**src/rtl/mvrx_pkg.sv**
```systemverilog
package mvrx_pkg;
  typedef enum logic {
    RX_IDLE = 1'b0,
    RX_BUSY = 1'b1
  } rx_state_t;

  function automatic logic maj3(input logic a, input logic b, input logic c);
    return (a & b) | (a & c) | (b & c);
  endfunction
endpackage

```
**src/rtl/mvrx_sync.sv**
```systemverilog
module mvrx_sync #(
  parameter int STAGES = 2,
  parameter logic RST_VAL = 1'b1
) (
  input  logic clk,
  input  logic rst,
  input  logic din,
  output logic dout
);
  logic [STAGES-1:0] chain;

  always_ff @(posedge clk) begin
    if (rst) chain <= {STAGES{RST_VAL}};
    else     chain <= {chain[STAGES-2:0], din};
  end

  assign dout = chain[STAGES-1];
endmodule

```
**src/rtl/mvrx_vote.sv**
```systemverilog
module mvrx_vote
  import mvrx_pkg::*;
#(
  parameter int CW = 4,
  parameter int FIRST = 8
) (
  input  logic          clk,
  input  logic          rst,
  input  logic          tick,
  input  logic [CW-1:0] slice,
  input  logic          din,
  output logic          vote_stb,
  output logic          vote_bit
);
  localparam logic [CW-1:0] SL_A = CW'(FIRST);
  localparam logic [CW-1:0] SL_B = CW'(FIRST + 1);
  localparam logic [CW-1:0] SL_C = CW'(FIRST + 2);

  logic smp_a, smp_b;

  always_ff @(posedge clk) begin
    if (rst) begin
      smp_a <= 1'b1;
      smp_b <= 1'b1;
    end else if (tick) begin
      if (slice == SL_A) smp_a <= din;
      if (slice == SL_B) smp_b <= din;
    end
  end

  assign vote_stb = tick && (slice == SL_C);
  assign vote_bit = maj3(smp_a, smp_b, din);
endmodule

```
**src/rtl/uart_mv_rx.sv**
```systemverilog
module uart_mv_rx
  import mvrx_pkg::*;
#(
  parameter int DW = 8,
  parameter int OSR = 16,
  parameter int SYNC_STAGES = 2
) (
  input  logic          clk,
  input  logic          rst,
  input  logic          tick16,
  input  logic          rx_en,
  input  logic          rx_in,
  input  logic          rx_clr,
  output logic [DW-1:0] rx_data,
  output logic          rx_stop,
  output logic          rx_done
);
  localparam int CW = $clog2(OSR);
  localparam int FRAME_BITS = DW + 2;
  localparam int BW = $clog2(FRAME_BITS);
  localparam logic [BW-1:0] LAST_BIT = BW'(FRAME_BITS - 1);
  localparam logic [CW-1:0] LAST_SLICE = CW'(OSR - 1);

  rx_state_t     st;
  logic          rx_s;
  logic          prev_smp;
  logic [CW-1:0] phase;
  logic [CW-1:0] cur_slice;
  logic [BW-1:0] bidx;
  logic [DW-1:0] shreg;
  logic          stop_vote;
  logic          vote_stb, vote_bit;
  logic          start_det, load_s;

  mvrx_sync #(.STAGES(SYNC_STAGES), .RST_VAL(1'b1)) u_sync (
    .clk(clk), .rst(rst), .din(rx_in), .dout(rx_s)
  );

  assign cur_slice = phase + CW'(1);

  mvrx_vote #(.CW(CW), .FIRST(OSR / 2)) u_vote (
    .clk(clk), .rst(rst),
    .tick(tick16 && rx_en && (st == RX_BUSY)),
    .slice(cur_slice), .din(rx_s),
    .vote_stb(vote_stb), .vote_bit(vote_bit)
  );

  assign start_det = tick16 && rx_en && (st == RX_IDLE) && prev_smp && !rx_s;
  assign load_s    = tick16 && rx_en && (st == RX_BUSY) &&
                     (bidx == LAST_BIT) && (cur_slice == LAST_SLICE);

  always_ff @(posedge clk) begin
    if (rst) begin
      st        <= RX_IDLE;
      prev_smp  <= 1'b1;
      phase     <= '0;
      bidx      <= '0;
      shreg     <= '0;
      stop_vote <= 1'b1;
    end else begin
      if (tick16) prev_smp <= rx_s;
      case (st)
        RX_IDLE: begin
          if (start_det) begin
            st    <= RX_BUSY;
            phase <= '0;
            bidx  <= '0;
          end
        end
        RX_BUSY: begin
          if (!rx_en) begin
            st <= RX_IDLE;
          end else if (tick16) begin
            phase <= cur_slice;
            if (vote_stb) begin
              if (bidx == '0) begin
                if (vote_bit) st <= RX_IDLE;
              end else if (bidx == LAST_BIT) begin
                stop_vote <= vote_bit;
              end else begin
                shreg <= {vote_bit, shreg[DW-1:1]};
              end
            end
            if (cur_slice == LAST_SLICE) begin
              if (bidx == LAST_BIT) st <= RX_IDLE;
              else                  bidx <= bidx + BW'(1);
            end
          end
        end
        default: st <= RX_IDLE;
      endcase
    end
  end

  always_ff @(posedge clk) begin
    if (rst) begin
      rx_data <= '0;
      rx_stop <= 1'b0;
      rx_done <= 1'b0;
    end else begin
      if (load_s) begin
        rx_data <= shreg;
        rx_stop <= stop_vote;
        rx_done <= 1'b1;
      end else if (rx_clr) begin
        rx_done <= 1'b0;
      end
    end
  end
endmodule

```
**config.mk**
```make
export PLATFORM = sky130hd
export DESIGN_NAME = uart_mv_rx
export DESIGN_NICKNAME = d
export VERILOG_FILES = /design/src/rtl/mvrx_pkg.sv /design/src/rtl/mvrx_sync.sv /design/src/rtl/mvrx_vote.sv /design/src/rtl/uart_mv_rx.sv
export SDC_FILE = /design/constraint.sdc
export NUM_CORES = 1
export LEC_CHECK = 0
export ABC_AREA = 1
export BUFFER_PORTS_ARGS = -buffer_cell sky130_fd_sc_hd__buf_4
export CAP_MARGIN = 25
export CORE_MARGIN = 5
export CORE_UTILIZATION = 45
export CTS_CLUSTER_DIAMETER = 100
export CTS_CLUSTER_SIZE = 40
export DETAILED_ROUTE_END_ITERATION = 8
export GPL_ROUTABILITY_DRIVEN = 0
export SYNTH_ARGS = -nofsm -noshare
export SYNTH_HDL_FRONTEND = slang
export SYNTH_SLANG_ARGS = --single-unit
```
**constraint.sdc**
```tcl
create_clock -name clk -period 2.95 [get_ports clk]
set_clock_uncertainty 0.05 [all_clocks]
set_input_delay 0.295 -clock clk [delete_from_list [all_inputs] [get_ports clk]]
set_output_delay 0.295 -clock clk [all_outputs]
set_load 0.02 [all_outputs]
```
# Yosys cells after proc, flatten, opt, wreduce, memory -nomap -nowiden
# Index checks and enable logic that the tools add are counted.
# totals
ff_bits	33
input_bits	6
out_inout_bits	10
elab_cells	69
# classes
bitwise_logic	8
n_addsub	2
muxes	20
n_eq_ne	10
n_reduce_logical	17
# op_table
operator	count
$mux W4	7
$eq A4 B4 Y1 const B	5
$pmux W4 S2	2
$reduce_and A6 Y1	2
$mux W1	10
$add A4 B1 Y4 const B	2
$logic_and A1 B1 Y1	8
$ne A2 B2 Y1 const B	4
$reduce_and A5 Y1	1
$logic_not A4 Y1	1
$reduce_and A2 Y1	2
$and A1 B1 Y1	3
$not A1 Y1	3
$reduce_and A3 Y1	1
$ne A2 B1 Y1 const B	1
$or A1 B1 Y1	2
$pmux W1 S2	1
$reduce_bool A2 Y1	1
$logic_not A1 Y1	1

# Longest topological paths before layout
# logic_depth
depth_word	11
mapped_depth	10
mapped_depth_nobuf	10

# Modules after synthesis
# A second synthesis with hierarchy kept.
# unflattened
cells_unflattened	206
area_unflattened_um2	1510.2
# by_module_without_submodules
module	n_inst	seq_area_each_um2	cells_each	area_per_inst_um2
uart_mv_rx	1	580.6	178	1320.0
mvrx_vote	1	40.0	21	131.4
mvrx_sync	1	40.0	7	58.8

# Worst setup path after synthesis
# No wires, ideal clock.
# synth_timing
kind	reg-to-reg
startpoint	register phase[0]
endpoint	register rx_data[0]
period_less_slack_ns	1.510
setup_time_ns	0.070
n_path_buf	0
t_arrival_ns	1.390
stages_incl_launch_ff	10
setup_slack_ns	1.440
required_time_ns	2.830
path_cell_list	dfxtp_1 > ha_1 > inv_1 > nand2_2 > nand2_2 > nor2_4 > nand2_2 > nor3_4 > nand2_1 > a21oi_1
# synth_between
elab_chain_cells	3
# synth_lines
item	line	rtl
from (decl)	uart_mv_rx.sv:27	logic [CW-1:0] phase;
from (signal assigned)	uart_mv_rx.sv:74	phase <= cur_slice;
$add A4 B1 Y4	uart_mv_rx.sv:39	assign cur_slice = phase + CW'(1);
$eq A4 B4 Y1	uart_mv_rx.sv:50	(bidx == LAST_BIT) && (cur_slice == LAST_SLICE);
$logic_and A1 B1 Y1	uart_mv_rx.sv:50	
to (signal assigned)	uart_mv_rx.sv:102	rx_data <= shreg;
to (decl)	uart_mv_rx.sv:14	output logic [DW-1:0] rx_data,
# No other way between the ends.
# A chain may end at the register's enable or synchronous reset.

# Final worst setup path
# layout_timing
startpoint	register st
endpoint	register shreg[6]
# layout_between
elab_chain_cells	3
# layout_lines
item	line	rtl
from (decl)	uart_mv_rx.sv:24	rx_state_t st;
from (signal assigned)	uart_mv_rx.sv:54	st <= RX_IDLE;
from (signal assigned)	uart_mv_rx.sv:65	st <= RX_BUSY;
from (signal assigned)	uart_mv_rx.sv:72	st <= RX_IDLE;
$logic_and A1 B1 Y1	uart_mv_rx.sv:43	.tick(tick16 && rx_en && (st == RX_BUSY)),
$logic_and A1 B1 Y1	mvrx_vote.sv:31	assign vote_stb = tick && (slice == SL_C);
$reduce_and A6 Y1 (no line) *	n/a	
to (signal assigned)	uart_mv_rx.sv:81	shreg <= {vote_bit, shreg[DW-1:1]};
to (decl)	uart_mv_rx.sv:30	logic [DW-1:0] shreg;
# Every way passes the cells marked *; elsewhere a longest branch is shown, timed or not.

==> flow_metrics.py <==
metrics = {
    "clock_network": {
        "clock-sinks": 33,
        "cts_buffer_depth": 2,
        "holdBufCountCts": 0,
        "cts.clk_slew.worst_paths_ps": 100,
        "cts_root_buffer": "clkbuf_4",
        "post_cts_buffers": 0,
        "cts_made_buffers": 5,
        "cts_tree": "built",
        "post_cts_resized": 0,
        "clk_latency_ps": 330,
        "htreeDepth": 2,
    },
    "global_route": {
        "grt_usage_pct": 13.8,
        "grt_pass1_wl_mm": 5.42,
        "grt_overflow": 0,
        "grt_pass1_vias": 1238,
        "antenna_found_initial": 0,
        "grt_max_degree": 27,
    },
    "floorplanning": {
        "core_mm2": 0.00336,
        "die_area_mm2": 0.00480,
        "ios": 16,
        "die_h_um": 69.3,
        "die_x_um": 69.3,
        "rows": 21,
        "start_util_pct": 47.1,
    },
    "power": {
        "powerDensity_mw_per_mm2": 458,
        "power_switching_w": 0.000167,
        "p_clk_share_pct": 42.2,
        "ir_drop_uv": 277,
        "leakage_nw": 0.705,
        "sequentialPowerShare_pct": 54.5,
        "comb_power_share_pct": 3.3,
        "swShare_pct": 20.2,
        "internal_power_w": 0.000660,
    },
    "hold_path": {
        "min_from": "rx_in",
        "hp-class": "in -> reg",
    },
    "synth": {
        "synth_cell_type_count": 22,
        "synth_seq_cells": 33,
        "yosys_warnings": 0,
        "yosys.area_share.adder_pct": 6.32,
        "synth_top_area_share_pct": 41.7,
        "synthXorXnorAreaFrac_pct": 0.553,
        "synthMuxAreaShare_pct": 0,
        "syn_area_mm2": 0.00158,
        "synth_area_leaders": "dfxtp_1, nand2_1, a21oi_1",
        "synth-simple-area-share_pct": 33.2,
        "syn_inst": 209,
        "synth_top_family_by_area": "simple AND/OR/NAND/NOR gates",
        "syn_avg_cell_area_um2": 7.57,
        "synth_top_area_cell": "dfxtp_1",
        "synth-seq-area-share_pct": 41.7,
        "synth-compound-area-share_pct": 10.8,
        "syn-num-nets": 223,
    },
    "drt": {
        "vias": 1365,
        "ant_nets": 0,
        "firstDrtPassIters": 4,
        "avgRoutedWirePerCell_um": 11.3,
        "drt-total-wl_mm": 3.09,
        "drt_iter0_markers": 51,
        "vias_per_cell": 5.00,
        "drc": 0,
    },
    "cells_and_area": {
        "drive_above_1_share_pct": 17.6,
        "diodes": 0,
        "nNetsFinal": 240,
        "n_fill_cell": 353,
        "area_growth_pct": 14.0,
        "final_cells": 273,
        "ff_latch_area_um2": 661,
        "multi_input_area_um2": 805,
        "fin_util_pct": 53.6,
    },
    "setup_path": {
        "crit_path_end_kind": "flop",
        "r2r_start": "st",
        "startpoint": "st",
        "cp-start-kind": "flop",
        "arrival_ps": 1930,
        "crit_type": "reg -> reg",
        "worstPathMaxFanout": 11,
        "required_ps": 3110,
    },
    "sta": {
        "maxSlewViolCount": 0,
        "slew_headroom_pct": 76.0,
        "rsz0062_at_grt": "false",
        "min_period_over_period_pct": 60.0,
        "tightestPinTransition_ps": 359,
        "fmax_mhz": 565,
        "hold_viol_final": 0,
        "setup_ws_ps": 1180,
        "setup_viol": 0,
        "finalCriticalPeriod_ps": 1770,
        "whs_ps": 93.8,
        "setup_tns_ps": 0,
    },
    "placement": {
        "io_buffers": 15,
        "place_ws_ps": 1190,
        "place_hpwl_mm": 2.25,
        "place_inst": 265,
    },
    "run": {
        "maxCapViolCount": 0,
    },
    "run_status": {
        "status": "finished clean",
    },
}
-- cells in the mapped netlist --
| master | instances |
|---|---|
| o21ai_0 | 4 |
| nor3_4 | 1 |
| buf_6 | 2 |
| inv_1 | 17 |
| nand2_2 | 7 |
| buf_4 | 1 |
| ha_1 | 8 |
| nand3_1 | 18 |
| nand3_2 | 1 |
| nand4_1 | 7 |
| nand4_2 | 1 |
| xnor2_1 | 1 |
| a21oi_1 | 27 |
| o211ai_1 | 2 |
| nand2_1 | 60 |
| dfxtp_1 | 33 |
| nor2_1 | 8 |
| nor2_4 | 3 |
| clkbuf_1 | 3 |
| or2_2 | 2 |
| inv_4 | 2 |
| nand3b_1 | 1 |
-- kinds of logic after synthesis --
logic type,after synthesis
fa+ha+maj,8
xor+xnor,1
compound gates,33
buf+inv,25
simple gates,109
flops,33
-- sequential cells by signal, summed over array words and instances (netlist names) --
signal,flops
rx_stop,1
u_vote.smp_a,1
prev_smp,1
rx_data,8
bidx,4
stop_vote,1
u_sync.chain,2
st,1
phase,4
rx_done,1
shreg,8
u_vote.smp_b,1
-- final cells by class --
cell class / count / area share (%)
multi-input cells: 151 / 44.6
flip-flops and latches: 33 / 36.6
well taps: 46 / 3.19
repair buffers: 16 / 6.66
clock inverters: 1 / 1.66
inverters: 19 / 4.23
clock buffers: 7 / 3.05
-- worst paths after layout --
| path | slack [ps] | cells past startpoint | endpoint |
|---|---|---|---|
| max | 1180 | 8 | shreg[6] |
| min reg2reg | 380 | 1 | u_sync.chain[1] |
| max reg2reg | 1180 | 8 | shreg[6] |
| min | 90 | 2 | u_sync.chain[0] |
-- power groups by stage --
stage | logic [W] | clock network, W | registers [W]
floorplan | 0.0000185 | 0 | 0.000460
global placement | 0.0000266 | 0 | 0.000461
detailed placement | 0.0000273 | 0 | 0.000461
CTS | 0.0000274 | 0.000360 | 0.000451
global route | 0.0000305 | 0.000380 | 0.000451
finish | 0.0000271 | 0.000349 | 0.000451
-- layout by cell type, fill, tap and decap left out --
master / instances
ha_1: 8
nand2_2: 7
nand4_2: 1
clkbuf_1: 1
buf_4: 16
nand2_1: 60
nand3b_1: 1
or2_2: 2
clkbuf_4: 5
nand3_1: 18
o21ai_0: 4
inv_4: 2
nand3_2: 1
nor2_1: 8
a21oi_1: 27
nand4_1: 7
xnor2_1: 1
dfxtp_1: 33
clkbuf_8: 1
bufinv_16: 1
nor2_4: 3
inv_1: 17
o211ai_1: 2
nor3_4: 1
-- layer usage --
metal	GRT usage [%]	wire, um	up-vias
li1	-	-	711
met2	22.7	1420	23
met5	0	0	-
met1	16.2	1460	626
met4	4.56	42	0
met3	5.65	167	5
-- stage by stage --
stage,power [W],cell area [um^2]
after floorplan,0.000479,1580
after global placement,0.000488,1720
after detailed placement,0.000488,1720
after CTS,0.000838,1800
after global routing,0.000862,1800
final,0.000827,1800
-- critical path, cell delays in order, from the launching register on --
cell     delay (ps)
dfxtp_1         500
inv_4            80
nor2_4          280
nand2_1          80
nor2_1          110
buf_4           180
nand2_1         200
nand2_1         110
a21oi_1          60
Power figures use the tool's default switching activity.
